==> config.mk <==
export PLATFORM = sky130hd
export DESIGN_NAME = diffclk_gate_ctrl
export DESIGN_NICKNAME = d
export VERILOG_FILES = /design/src/rtl/ogc_pkg.sv /design/src/rtl/ogc_sync.sv /design/src/rtl/ogc_deglitch.sv /design/src/rtl/ogc_lane.sv /design/src/rtl/diffclk_gate_ctrl.sv
export SDC_FILE = /design/constraint.sdc
export NUM_CORES = 1
export LEC_CHECK = 0
export ABC_AREA = 0
export BUFFER_PORTS_ARGS = -buffer_cell sky130_fd_sc_hd__buf_4
export CAP_MARGIN = 0
export CORE_ASPECT_RATIO = 1.25
export CORE_MARGIN = 2
export CORE_UTILIZATION = 48
export DETAILED_ROUTE_END_ITERATION = 7
export GPL_ROUTABILITY_DRIVEN = 0
export PLACE_DENSITY = 0.8
export REMOVE_ABC_BUFFERS = 1
export SETUP_SLACK_MARGIN = 0.1
export SYNTH_ARGS = -nofsm -noshare
export SYNTH_HDL_FRONTEND = slang
export SYNTH_SLANG_ARGS = --single-unit
==> constraint.sdc <==
create_clock -name clk_i -period 1.34 [get_ports clk_i]
set_input_delay 0.067 -clock clk_i [delete_from_list [all_inputs] [get_ports clk_i]]
set_output_delay 0.067 -clock clk_i [all_outputs]
set_load 0.005 [all_outputs]
==> src/rtl/ogc_pkg.sv <==
`timescale 1ns/1ps
package ogc_pkg;
   typedef enum logic [1:0] {
      LANE_OFF  = 2'd0,
      LANE_RUN  = 2'd1,
      LANE_HOLD = 2'd2
   } lane_st_e;

   localparam int MODE_DIV2_BIT   = 0;
   localparam int MODE_PLL_BIT    = 1;
   localparam int MODE_BW_BIT     = 2;
   localparam int MODE_STOPFL_BIT = 6;
   localparam int MODE_PDFL_BIT   = 7;
   localparam int MODE_W          = 8;
endpackage

==> src/rtl/ogc_sync.sv <==
`timescale 1ns/1ps
module ogc_sync #(
   parameter int   STAGES  = 2,
   parameter logic RST_VAL = 1'b0
) (
   input  logic clk_i,
   input  logic rst_ni,
   input  logic d_i,
   output logic q_o
);
   logic [STAGES-1:0] ff_q;

   generate
      if (STAGES < 2) begin : g_bad
         $error("ogc_sync needs at least two stages");
      end
   endgenerate

   always_ff @(negedge clk_i or negedge rst_ni) begin
      if (!rst_ni) begin
         ff_q <= {STAGES{RST_VAL}};
      end else begin
         ff_q[0] <= d_i;
         for (int i = 1; i < STAGES; i++) begin
            ff_q[i] <= ff_q[i-1];
         end
      end
   end

   assign q_o = ff_q[STAGES-1];
endmodule

==> src/rtl/ogc_deglitch.sv <==
`timescale 1ns/1ps
module ogc_deglitch #(
   parameter int SYNC_STAGES = 2,
   parameter int DEB_LEN     = 2
) (
   input  logic clk_i,
   input  logic rst_ni,
   input  logic act_i,
   output logic acc_o
);
   localparam int HIST_W = DEB_LEN - 1;

   logic              smp;
   logic [HIST_W-1:0] hist_q;
   logic              all_hi, all_lo;

   generate
      if (DEB_LEN < 2) begin : g_bad
         $error("ogc_deglitch needs a window of at least two edges");
      end
   endgenerate

   ogc_sync #(.STAGES(SYNC_STAGES), .RST_VAL(1'b0)) u_sync (
      .clk_i (clk_i),
      .rst_ni(rst_ni),
      .d_i   (act_i),
      .q_o   (smp)
   );

   assign all_hi = smp & (&hist_q);
   assign all_lo = ~smp & ~(|hist_q);

   always_ff @(negedge clk_i or negedge rst_ni) begin
      if (!rst_ni) begin
         hist_q <= '0;
         acc_o  <= 1'b0;
      end else begin
         hist_q[0] <= smp;
         for (int i = 1; i < HIST_W; i++) begin
            hist_q[i] <= hist_q[i-1];
         end
         if (all_hi) begin
            acc_o <= 1'b1;
         end else if (all_lo) begin
            acc_o <= 1'b0;
         end
      end
   end

   // the accepted level moves only to a level already seen twice in a row
   a_r3_accept_needs_stable: assert property (@(negedge clk_i) disable iff (!rst_ni)
      (acc_o != $past(acc_o)) |-> ($past(smp) == acc_o && $past(hist_q[0]) == acc_o));
endmodule

==> src/rtl/ogc_lane.sv <==
`timescale 1ns/1ps
module ogc_lane
   import ogc_pkg::*;
#(
   parameter int SYNC_STAGES     = 2,
   parameter bit PARK_COMP_FLOAT = 1'b0
) (
   input  logic clk_i,
   input  logic rst_ni,
   input  logic oe_req_i,
   input  logic pd_acc_i,
   input  logic stop_acc_i,
   input  logic stoppable_i,
   input  logic pd_float_i,
   input  logic stop_float_i,
   output logic run_o,
   output logic clk_t_o,
   output logic clk_c_o,
   output logic en_t_o,
   output logic en_c_o
);
   logic     oe_s;
   lane_st_e st_q, st_d;

   ogc_sync #(.STAGES(SYNC_STAGES), .RST_VAL(1'b0)) u_oe_sync (
      .clk_i (clk_i),
      .rst_ni(rst_ni),
      .d_i   (oe_req_i),
      .q_o   (oe_s)
   );

   always_comb begin
      if (pd_acc_i) begin
         st_d = pd_float_i ? LANE_OFF : LANE_HOLD;
      end else if (stop_acc_i && stoppable_i) begin
         st_d = stop_float_i ? LANE_OFF : LANE_HOLD;
      end else if (oe_s) begin
         st_d = LANE_RUN;
      end else begin
         st_d = LANE_OFF;
      end
   end

   // state only moves on the falling edge, so the true leg is low when gating changes
   always_ff @(negedge clk_i or negedge rst_ni) begin
      if (!rst_ni) begin
         st_q <= LANE_OFF;
      end else begin
         st_q <= st_d;
      end
   end

   assign run_o   = (st_q == LANE_RUN);
   assign en_t_o  = (st_q != LANE_OFF);
   assign clk_t_o = (st_q == LANE_RUN) ? clk_i : (st_q == LANE_HOLD);
   assign clk_c_o = (st_q == LANE_RUN) & ~clk_i;

   generate
      if (PARK_COMP_FLOAT) begin : g_comp_float
         assign en_c_o = (st_q == LANE_RUN);
      end else begin : g_comp_drive
         assign en_c_o = (st_q != LANE_OFF);
      end
   endgenerate

   // power-down always stops the output at the next edge
   a_r5_pd_wins: assert property (@(negedge clk_i) disable iff (!rst_ni)
      pd_acc_i |=> !run_o);

   // a free-running output ignores an accepted stop
   a_r6_free_runs: assert property (@(negedge clk_i) disable iff (!rst_ni)
      (!pd_acc_i && stop_acc_i && !stoppable_i && oe_s) |=> run_o);

   // a disabled output with no override has both legs released
   a_r2_off_floats: assert property (@(negedge clk_i) disable iff (!rst_ni)
      (!oe_s && !pd_acc_i && !(stop_acc_i && stoppable_i)) |=> (!en_t_o && !en_c_o));

   // floating stop park releases the true leg
   a_r7_stop_float: assert property (@(negedge clk_i) disable iff (!rst_ni)
      (!pd_acc_i && stop_acc_i && stoppable_i && stop_float_i) |=> !en_t_o);
endmodule

==> src/rtl/diffclk_gate_ctrl.sv <==
`timescale 1ns/1ps
module diffclk_gate_ctrl
   import ogc_pkg::*;
#(
   parameter int NUM_OUT         = 8,
   parameter int SYNC_STAGES     = 2,
   parameter int DEB_LEN         = 2,
   parameter bit PARK_COMP_FLOAT = 1'b0
) (
   input  logic               clk_i,
   input  logic               rst_ni,
   input  logic [NUM_OUT-1:0] oe_pin_i,
   input  logic               stop_pin_i,
   input  logic               pd_pin_i,
   input  logic               pol_pin_i,
   input  logic               div2_pin_ni,
   input  logic               pll_pin_i,
   input  logic               hibw_pin_ni,
   input  logic [MODE_W-1:0]  cfg_mode_i,
   input  logic [NUM_OUT-1:0] cfg_oe_i,
   input  logic [NUM_OUT-1:0] cfg_stop_i,
   output logic [NUM_OUT-1:0] run_o,
   output logic [NUM_OUT-1:0] clk_t_o,
   output logic [NUM_OUT-1:0] clk_c_o,
   output logic [NUM_OUT-1:0] en_t_o,
   output logic [NUM_OUT-1:0] en_c_o,
   output logic               div2_no,
   output logic               pll_o,
   output logic               hibw_no
);
   logic [NUM_OUT-1:0] oe_req;
   logic               pd_act, stop_act;
   logic               pd_acc, stop_acc;
   logic               unused_mode;

   generate
      if (NUM_OUT < 1 || NUM_OUT > MODE_W) begin : g_bad_n
         $error("NUM_OUT must lie between 1 and the configuration byte width");
      end
   endgenerate

   assign oe_req   = (oe_pin_i ^ {NUM_OUT{pol_pin_i}}) & cfg_oe_i;
   assign pd_act   = ~(pd_pin_i ^ pol_pin_i);
   assign stop_act = ~(stop_pin_i ^ pol_pin_i);

   ogc_deglitch #(.SYNC_STAGES(SYNC_STAGES), .DEB_LEN(DEB_LEN)) u_pd_flt (
      .clk_i (clk_i),
      .rst_ni(rst_ni),
      .act_i (pd_act),
      .acc_o (pd_acc)
   );

   ogc_deglitch #(.SYNC_STAGES(SYNC_STAGES), .DEB_LEN(DEB_LEN)) u_stop_flt (
      .clk_i (clk_i),
      .rst_ni(rst_ni),
      .act_i (stop_act),
      .acc_o (stop_acc)
   );

   for (genvar n = 0; n < NUM_OUT; n++) begin : g_lane
      ogc_lane #(.SYNC_STAGES(SYNC_STAGES), .PARK_COMP_FLOAT(PARK_COMP_FLOAT)) u_lane (
         .clk_i       (clk_i),
         .rst_ni      (rst_ni),
         .oe_req_i    (oe_req[n]),
         .pd_acc_i    (pd_acc),
         .stop_acc_i  (stop_acc),
         .stoppable_i (cfg_stop_i[n]),
         .pd_float_i  (cfg_mode_i[MODE_PDFL_BIT]),
         .stop_float_i(cfg_mode_i[MODE_STOPFL_BIT]),
         .run_o       (run_o[n]),
         .clk_t_o     (clk_t_o[n]),
         .clk_c_o     (clk_c_o[n]),
         .en_t_o      (en_t_o[n]),
         .en_c_o      (en_c_o[n])
      );
   end

   assign div2_no = div2_pin_ni & cfg_mode_i[MODE_DIV2_BIT];
   assign pll_o   = pll_pin_i   & cfg_mode_i[MODE_PLL_BIT];
   assign hibw_no = hibw_pin_ni & cfg_mode_i[MODE_BW_BIT];

   assign unused_mode = ^cfg_mode_i[5:3];
endmodule

==> run_results.csv, run 1 <==
group,metric,value,unit
critical_path,crit_required,1270,ps
cts,clk_pin_slew_worst_paths,50,ps
routing,vias_per_cell,4.755,
synth,syn_area_per_cell,11.23,um^2
global_route,antenna_found_initial,0,
synth,syn_area,1988,um^2
critical_path,cp_slowest_stage_delay,440,ps
cts,clock_latency,410,ps
sta,final-setup-viol-count,48,
synth,syn_inst,177,
synth,post_synth_num_cell_types,18,
synth,synth_top_area_share,0.5035,
global_route,grt.overflow.total,0,
routing,detail_route.wirelength,4157,um
floorplan,start_util,0.4929,
layout,area_delta_synth_final,48.52,%
global_route,globalRouteMet1Util,0.1505,
routing,drt_iter0_drc,50,
synth,yosys.area.top_type,"dfrtn_1",
sta,tightest_slew,365.0,ps
synth,synth_edf_count,0,
critical_path,path_buf_inv,1,
run_status,status,"complete, but fails checks",
sta,clock_skew,5.615,ps
critical_path,end_kind,"output pin",
synth,synth-main-ff-cell,"dfrtn_1",
hold_path,hp-class,"input port to asynchronous set/reset pin",
routing,vias,1398,
floorplan,die_w,61.57,um
place,placed_area,2369,um^2
floorplan,rows,26,
place,io_buffer_count,79,
critical_path,crit_family,"flip-flops",
pwr,p_total,5.377,mW
critical_path,timing.rr.start,"u_pd_flt.acc_o$_DFFE_NN0P_",
critical_path,r2r_cells,2,
layout,finalNonFillerCells,294,
critical_path,slowest_stage,"dfrtn_1",
sta,setup_tns,-25210,ps
pwr,ir_worst_vdd,0.6741,mV
critical_path,regToRegSetupSlack,220,ps
sta,drv_slew,0,
synth,ys_top_cells_by_count,"buf_4 (41), dfrtn_1 (40), nor2b_1 (24)",
global_route,grt_use_total,0.1791,
critical_path,cp.arrival,2020,ps
pwr,p_per_area,1821,nW/um^2
sta,layout_setup_ws,-749.1,ps
synth,ys_seq_area_frac,0.5035,
layout,n_antenna_cell,0,
global_route,grt_pass1_vias,1516,
cts,cts_tree,"built",
synth,yosys_register_bits,40,
layout,fillers,282,
critical_path,worstPathCellList,"nor2b_4, a21o_1, buf_4",
critical_path,startpoint_type,"register",
sta,worst_hold_slack,150.3,ps
critical_path,r2r_end,"g_lane[0].u_lane.st_q[1]$_DFF_NN0_",
layout,stdcell_area,2953,um^2
global_route,grt-busiest-layer,"met2",
floorplan,design.die.area,4676,um^2
synth,yosys-top-cells-area,"dfrtn_1 (50%), buf_4 (15%), nor2b_1 (7.6%)",
job,cap_violations,0,
critical_path,cp_max_fo,3,
floorplan,die_h,75.96,um
synth,post-synth-top-count-cell,"buf_4",
pwr,power_leakage,1.551,nW
routing,dr.pass1.iters,4,
sta,hold_viol,0,
sta,grt_setup_unrepaired,"true",
routing,drc,0,
place,detailed_place_hpwl,2363,um
critical_path,crit_type,"register to output pin",
place,dp.cells,273,
routing,wl_per_cell,14.14,um
global_route,grt_use_met3,0.09044,
run_status,violations,"setup timing",
sta,slew_headroom,0.7556,
global_route,grt.met2_usage,0.2558,
synth,ys_async_sr_fraction,1.000,
layout,finalNetCount,278,
floorplan,core_area,4034,um^2
layout,drive_above_1_share,0.5630,
synth,yosysWarnings,0,
floorplan,ios,83,
cts,hold_buffers,0,
global_route,grt_max_degree,41,
routing,route.antenna.remaining_nets,0,
global_route,grt_pass1_wl,5906,um
[metal layers]
layer | wire length, um | vias up
li1 | - | 639
met1 | 1345 | 639
met2 | 2081 | 87
met3 | 405 | 33
met4 | 325 | 0
met5 | 0 | -
[cell type report]
| type | count | area [um^2] | area share |
|---|---|---|---|
| Tap cell | 56 | 70.07 | 0.02373 |
| Clock inverter | 2 | 60.06 | 0.02034 |
| Inverter | 8 | 30.03 | 0.01017 |
| Timing Repair Buffer | 73 | 654.4 | 0.2216 |
| Clock buffer | 31 | 377.9 | 0.1280 |
| Sequential cell | 40 | 1001 | 0.3390 |
| Multi-Input combinational cell | 84 | 759.5 | 0.2572 |
[report_power, final]
group	internal, mW	switching (mW)	total [mW]
logic	0.672	0.363	1.04
clock network	1.84	0.987	2.83
registers	1.37	0.138	1.51
[worst reg2reg max path, stage by stage (launching register included)]
cell and delay [ps]:
dfrtn_1 580, nor2b_2 420, a31o_1 150
[registers in the layout (all words and copies together) (netlist names)]
signal	cells
g_lane.u_lane.st_q	16
g_lane.u_lane.u_oe_sync.ff_q	16
u_pd_flt.acc_o	1
u_pd_flt.hist_q	1
u_pd_flt.u_sync.ff_q	2
u_stop_flt.acc_o	1
u_stop_flt.hist_q	1
u_stop_flt.u_sync.ff_q	2
[worst max-delay path by stage]
stage	to	slack, ps	from	cells after the start
after CTS	clk_c_o[3]	-680	g_lane[3].u_lane.st_q[0]$_DFF_NN0_	3
after detailed placement	clk_c_o[2]	-260	g_lane[2].u_lane.st_q[0]$_DFF_NN0_	3
after floorplan	clk_c_o[0]	-170	g_lane[0].u_lane.st_q[0]$_DFF_NN0_	2
final	clk_t_o[4]	-750	g_lane[4].u_lane.st_q[0]$_DFF_NN0_	3
after global routing	clk_t_o[3]	-800	g_lane[3].u_lane.st_q[0]$_DFF_NN0_	3
after global placement	clk_c_o[2]	-220	g_lane[2].u_lane.st_q[0]$_DFF_NN0_	3
[cells in the final DEF, fill, tap and decap left out, drive strengths merged, types with 8 or more instances in the layout]
cell and count:
buf 89, dfrtn 40, nor2b 25, a21o 15, clkbuf 15, and2 11
inv 8, a211oi 8, xor2 8, or2 8
[stage by stage]
stage          setup slack, ps    util
3_5_place_dp            -258.3  0.5872
6_report                -749.1  0.7320
5_1_grt                 -795.9  0.7320
2_1_floorplan           -170.1       -
3_3_place_gp            -217.6  0.5872
4_1_cts                 -675.8  0.7038
[what timing repair did]
| item | 4_1_cts | 5_1_grt |
|---|---|---|
| pin swaps | 6 | 1 |
| setup buffers | 1 | 3 |
| resized for setup | 47 | 25 |
| endpoints found under the setup margin | 48 | 48 |
[kinds of logic (layout without fill, tap and decap cells)]
group                    count (synthesis)  in the layout  synth area share
XOR/XNOR                                10             10           0.04406
buffers and inverters                   53            114            0.1863
multiplexers                             2              2           0.01133
adder cells (fa/ha/maj)                  2              2           0.01258
AND/OR/NAND/NOR                         46             46            0.1510
flip-flops                              40             40            0.5035
AO/OA/AOI/OAI                           24             24           0.09126
(Power assumes the default switching activity.)
==> run 2, diff against run 1 <==
- CELL_PAD_IN_SITES_DETAIL_PLACEMENT: default -> 1
- CELL_PAD_IN_SITES_GLOBAL_PLACEMENT: default -> 1
- CORE_UTILIZATION: 48 -> 36
- PLACE_DENSITY: 0.8 -> default
- PLACE_DENSITY_LB_ADDON: default -> 0.1
- SKIP_LAST_GASP: default -> 1
==> run 2 against run 1 <==
The run still ends with setup timing left. Routed wire length shrank 5.1%. Worst setup slack gained 47 ps. Combinational power shrank 4%. Die area grew 31%. Clock skew shrank 3.0 ps. Clock power shrank 21%. First-iteration DRC count shrank 70%. Worst hold slack lost 63 ps. Via count shrank 2.5%. Cell count grew 3.7%. Critical endpoint is now clk_t_o[7].
==> run_results.csv, run 2 (synthesis results as in run 1) <==
group,metric,value,unit
place,dp.cells,282,
sta,worst_hold_slack,87.40,ps
routing,dr.pass1.iters,2,
layout,drive_above_1_share,0.5519,
global_route,antenna_found_initial,0,
routing,detail_route.wirelength,3944,um
critical_path,cpMostUsedCell,"buf_4",
place,placed_area,2386,um^2
layout,finalNonFillerCells,305,
routing,wl_per_cell,12.93,um
critical_path,cp.depth,4,
layout,n_antenna_cell,0,
hold_path,hp-class,"input port to asynchronous set/reset pin",
critical_path,cp.arrival,1980,ps
routing,vias_per_cell,4.469,
sta,final-setup-viol-count,48,
critical_path,startpoint_type,"register",
layout,fillers,571,
global_route,grt_pass1_vias,1526,
layout,top_regs,"g_lane.u_lane.st_q: 16 flops, g_lane.u_lane.u_oe_sync.ff_q: 16 flops",
routing,route.antenna.remaining_nets,0,
cts,clock_latency,400,ps
routing,drc,0,
floorplan,start_util,0.3704,
layout,finalNetCount,283,
critical_path,end_kind,"output pin",
critical_path,worstPathCellList,"buf_4, nor2b_1, a21o_1, buf_4",
pwr,power_leakage,1.536,nW
sta,layout_setup_ws,-702.1,ps
global_route,grt.met2_usage,0.2161,
floorplan,ios,83,
routing,drt_iter0_drc,15,
cts,cts_tree,"built",
floorplan,die_h,87.09,um
floorplan,rows,30,
critical_path,crit_family,"flip-flops",
pwr,p_per_area,1646,nW/um^2
layout,stdcell_area,2872,um^2
sta,grt_setup_unrepaired,"true",
critical_path,r2r_cells,3,
critical_path,cp_max_fo,3,
critical_path,path_buf_inv,2,
global_route,grt.overflow.total,0,
critical_path,slowest_stage,"dfrtn_1",
global_route,grt_use_total,0.1380,
pwr,p_total,4.727,mW
place,detailed_place_hpwl,2736,um
sta,clock_skew,2.647,ps
layout,final_cell_mix,"buf_4 (71), dfrtn_1 (40), buf_6 (22), a21o_1 (15), nor2b_4 (12)",
layout,area_delta_synth_final,44.43,%
critical_path,crit_type,"register to output pin",
pwr,ir_worst_vdd,0.7609,mV
routing,vias,1363,
global_route,grt_use_met3,0.06597,
sta,hold_viol,0,
layout,layout_commonest_cell,"buf_4",
global_route,grt_max_degree,20,
run_status,violations,"setup timing",
job,cap_violations,0,
cts,hold_buffers,0,
sta,drv_slew,0,
global_route,grt_pass1_wl,6403,um
cts,clk_pin_slew_worst_paths,50,ps
run_status,status,"complete, but fails checks",
floorplan,core_area,5368,um^2
critical_path,crit_required,1270,ps
floorplan,design.die.area,6137,um^2
critical_path,cp_slowest_stage_delay,450,ps
place,io_buffer_count,79,
global_route,grt-busiest-layer,"met2",
sta,slew_headroom,0.8123,
sta,tightest_slew,281.5,ps
floorplan,die_w,70.47,um
global_route,globalRouteMet1Util,0.1264,
## run 2: changes by cell type in the layout (fill, tap and decap cells not counted), sizes merged
cell    previous run  this run
buf               89        94
bufinv             2         0
clkbuf            15        14
clkinv             0         1
## run 2: repair_timing
item | CTS | global route
setup buffers | 6 | 2
endpoints found under the setup margin | 48 | 48
endpoints found under the hold margin | 0 | 0
pin swaps | 6 | 3
gates resized for setup | 28 | 26
## run 2: through the flow
| stage | utilization | setup WS (ps) | setup TNS [ps] |
|---|---|---|---|
| 4_1_cts | 0.5147 | -664.8 | -24440 |
| 5_1_grt | 0.5350 | -764.8 | -26690 |
| 3_5_place_dp | 0.4445 | -278.8 | -8765 |
| 3_3_place_gp | 0.4445 | -222.2 | -7084 |
| 6_report | 0.5350 | -702.1 | -24470 |
| 2_1_floorplan | - | -170.1 | -3105 |
## run 2: worst register-to-register path, stage by stage (launching register included)
cell,delay (ps)
dfrtn_1,440
nor2b_2,200
buf_4,160
a31o_1,180
## run 2: final timing paths
check,start,endpoint,slack (ps)
setup / recovery,g_lane[7].u_lane.st_q[0]$_DFF_NN0_,clk_t_o[7],-700
hold / removal,rst_ni,g_lane[5].u_lane.u_oe_sync.ff_q[1]$_DFF_NN0_,90
setup reg to reg,u_pd_flt.acc_o$_DFFE_NN0P_,g_lane[0].u_lane.st_q[1]$_DFF_NN0_,210
hold reg to reg,u_pd_flt.u_sync.ff_q[0]$_DFF_NN0_,u_pd_flt.u_sync.ff_q[1]$_DFF_NN0_,290
max in group asynchronous,rst_ni,g_lane[3].u_lane.st_q[1]$_DFF_NN0_,850
min in group clk_i,u_pd_flt.u_sync.ff_q[0]$_DFF_NN0_,u_pd_flt.u_sync.ff_q[1]$_DFF_NN0_,290
## run 2: power breakdown
part	switching (mW)	internal (mW)	total, mW
Combinational	0.347	0.654	1.00
Sequential	0.123	1.37	1.50
Clock	0.826	1.40	2.23
Total	1.30	3.43	4.73
## run 2: metal layers
| layer | part of all wire | vias to the layer above |
|---|---|---|
| li1 | - | 645 |
| met4 | 0.033 | 0 |
| met5 | 0 | - |
| met2 | 0.56 | 58 |
| met1 | 0.34 | 648 |
| met3 | 0.072 | 12 |
## run 2: layout make-up
cell class              count  area (um^2)  area share
well taps                  64        80.08     0.02789
flip-flops and latches     40         1001      0.3486
multi-input cells          84        726.9      0.2532
clock inverters             1        5.005    0.001743
clock buffers              30        362.8      0.1264
repair buffers             78        665.6      0.2318
inverters                   8        30.03     0.01046
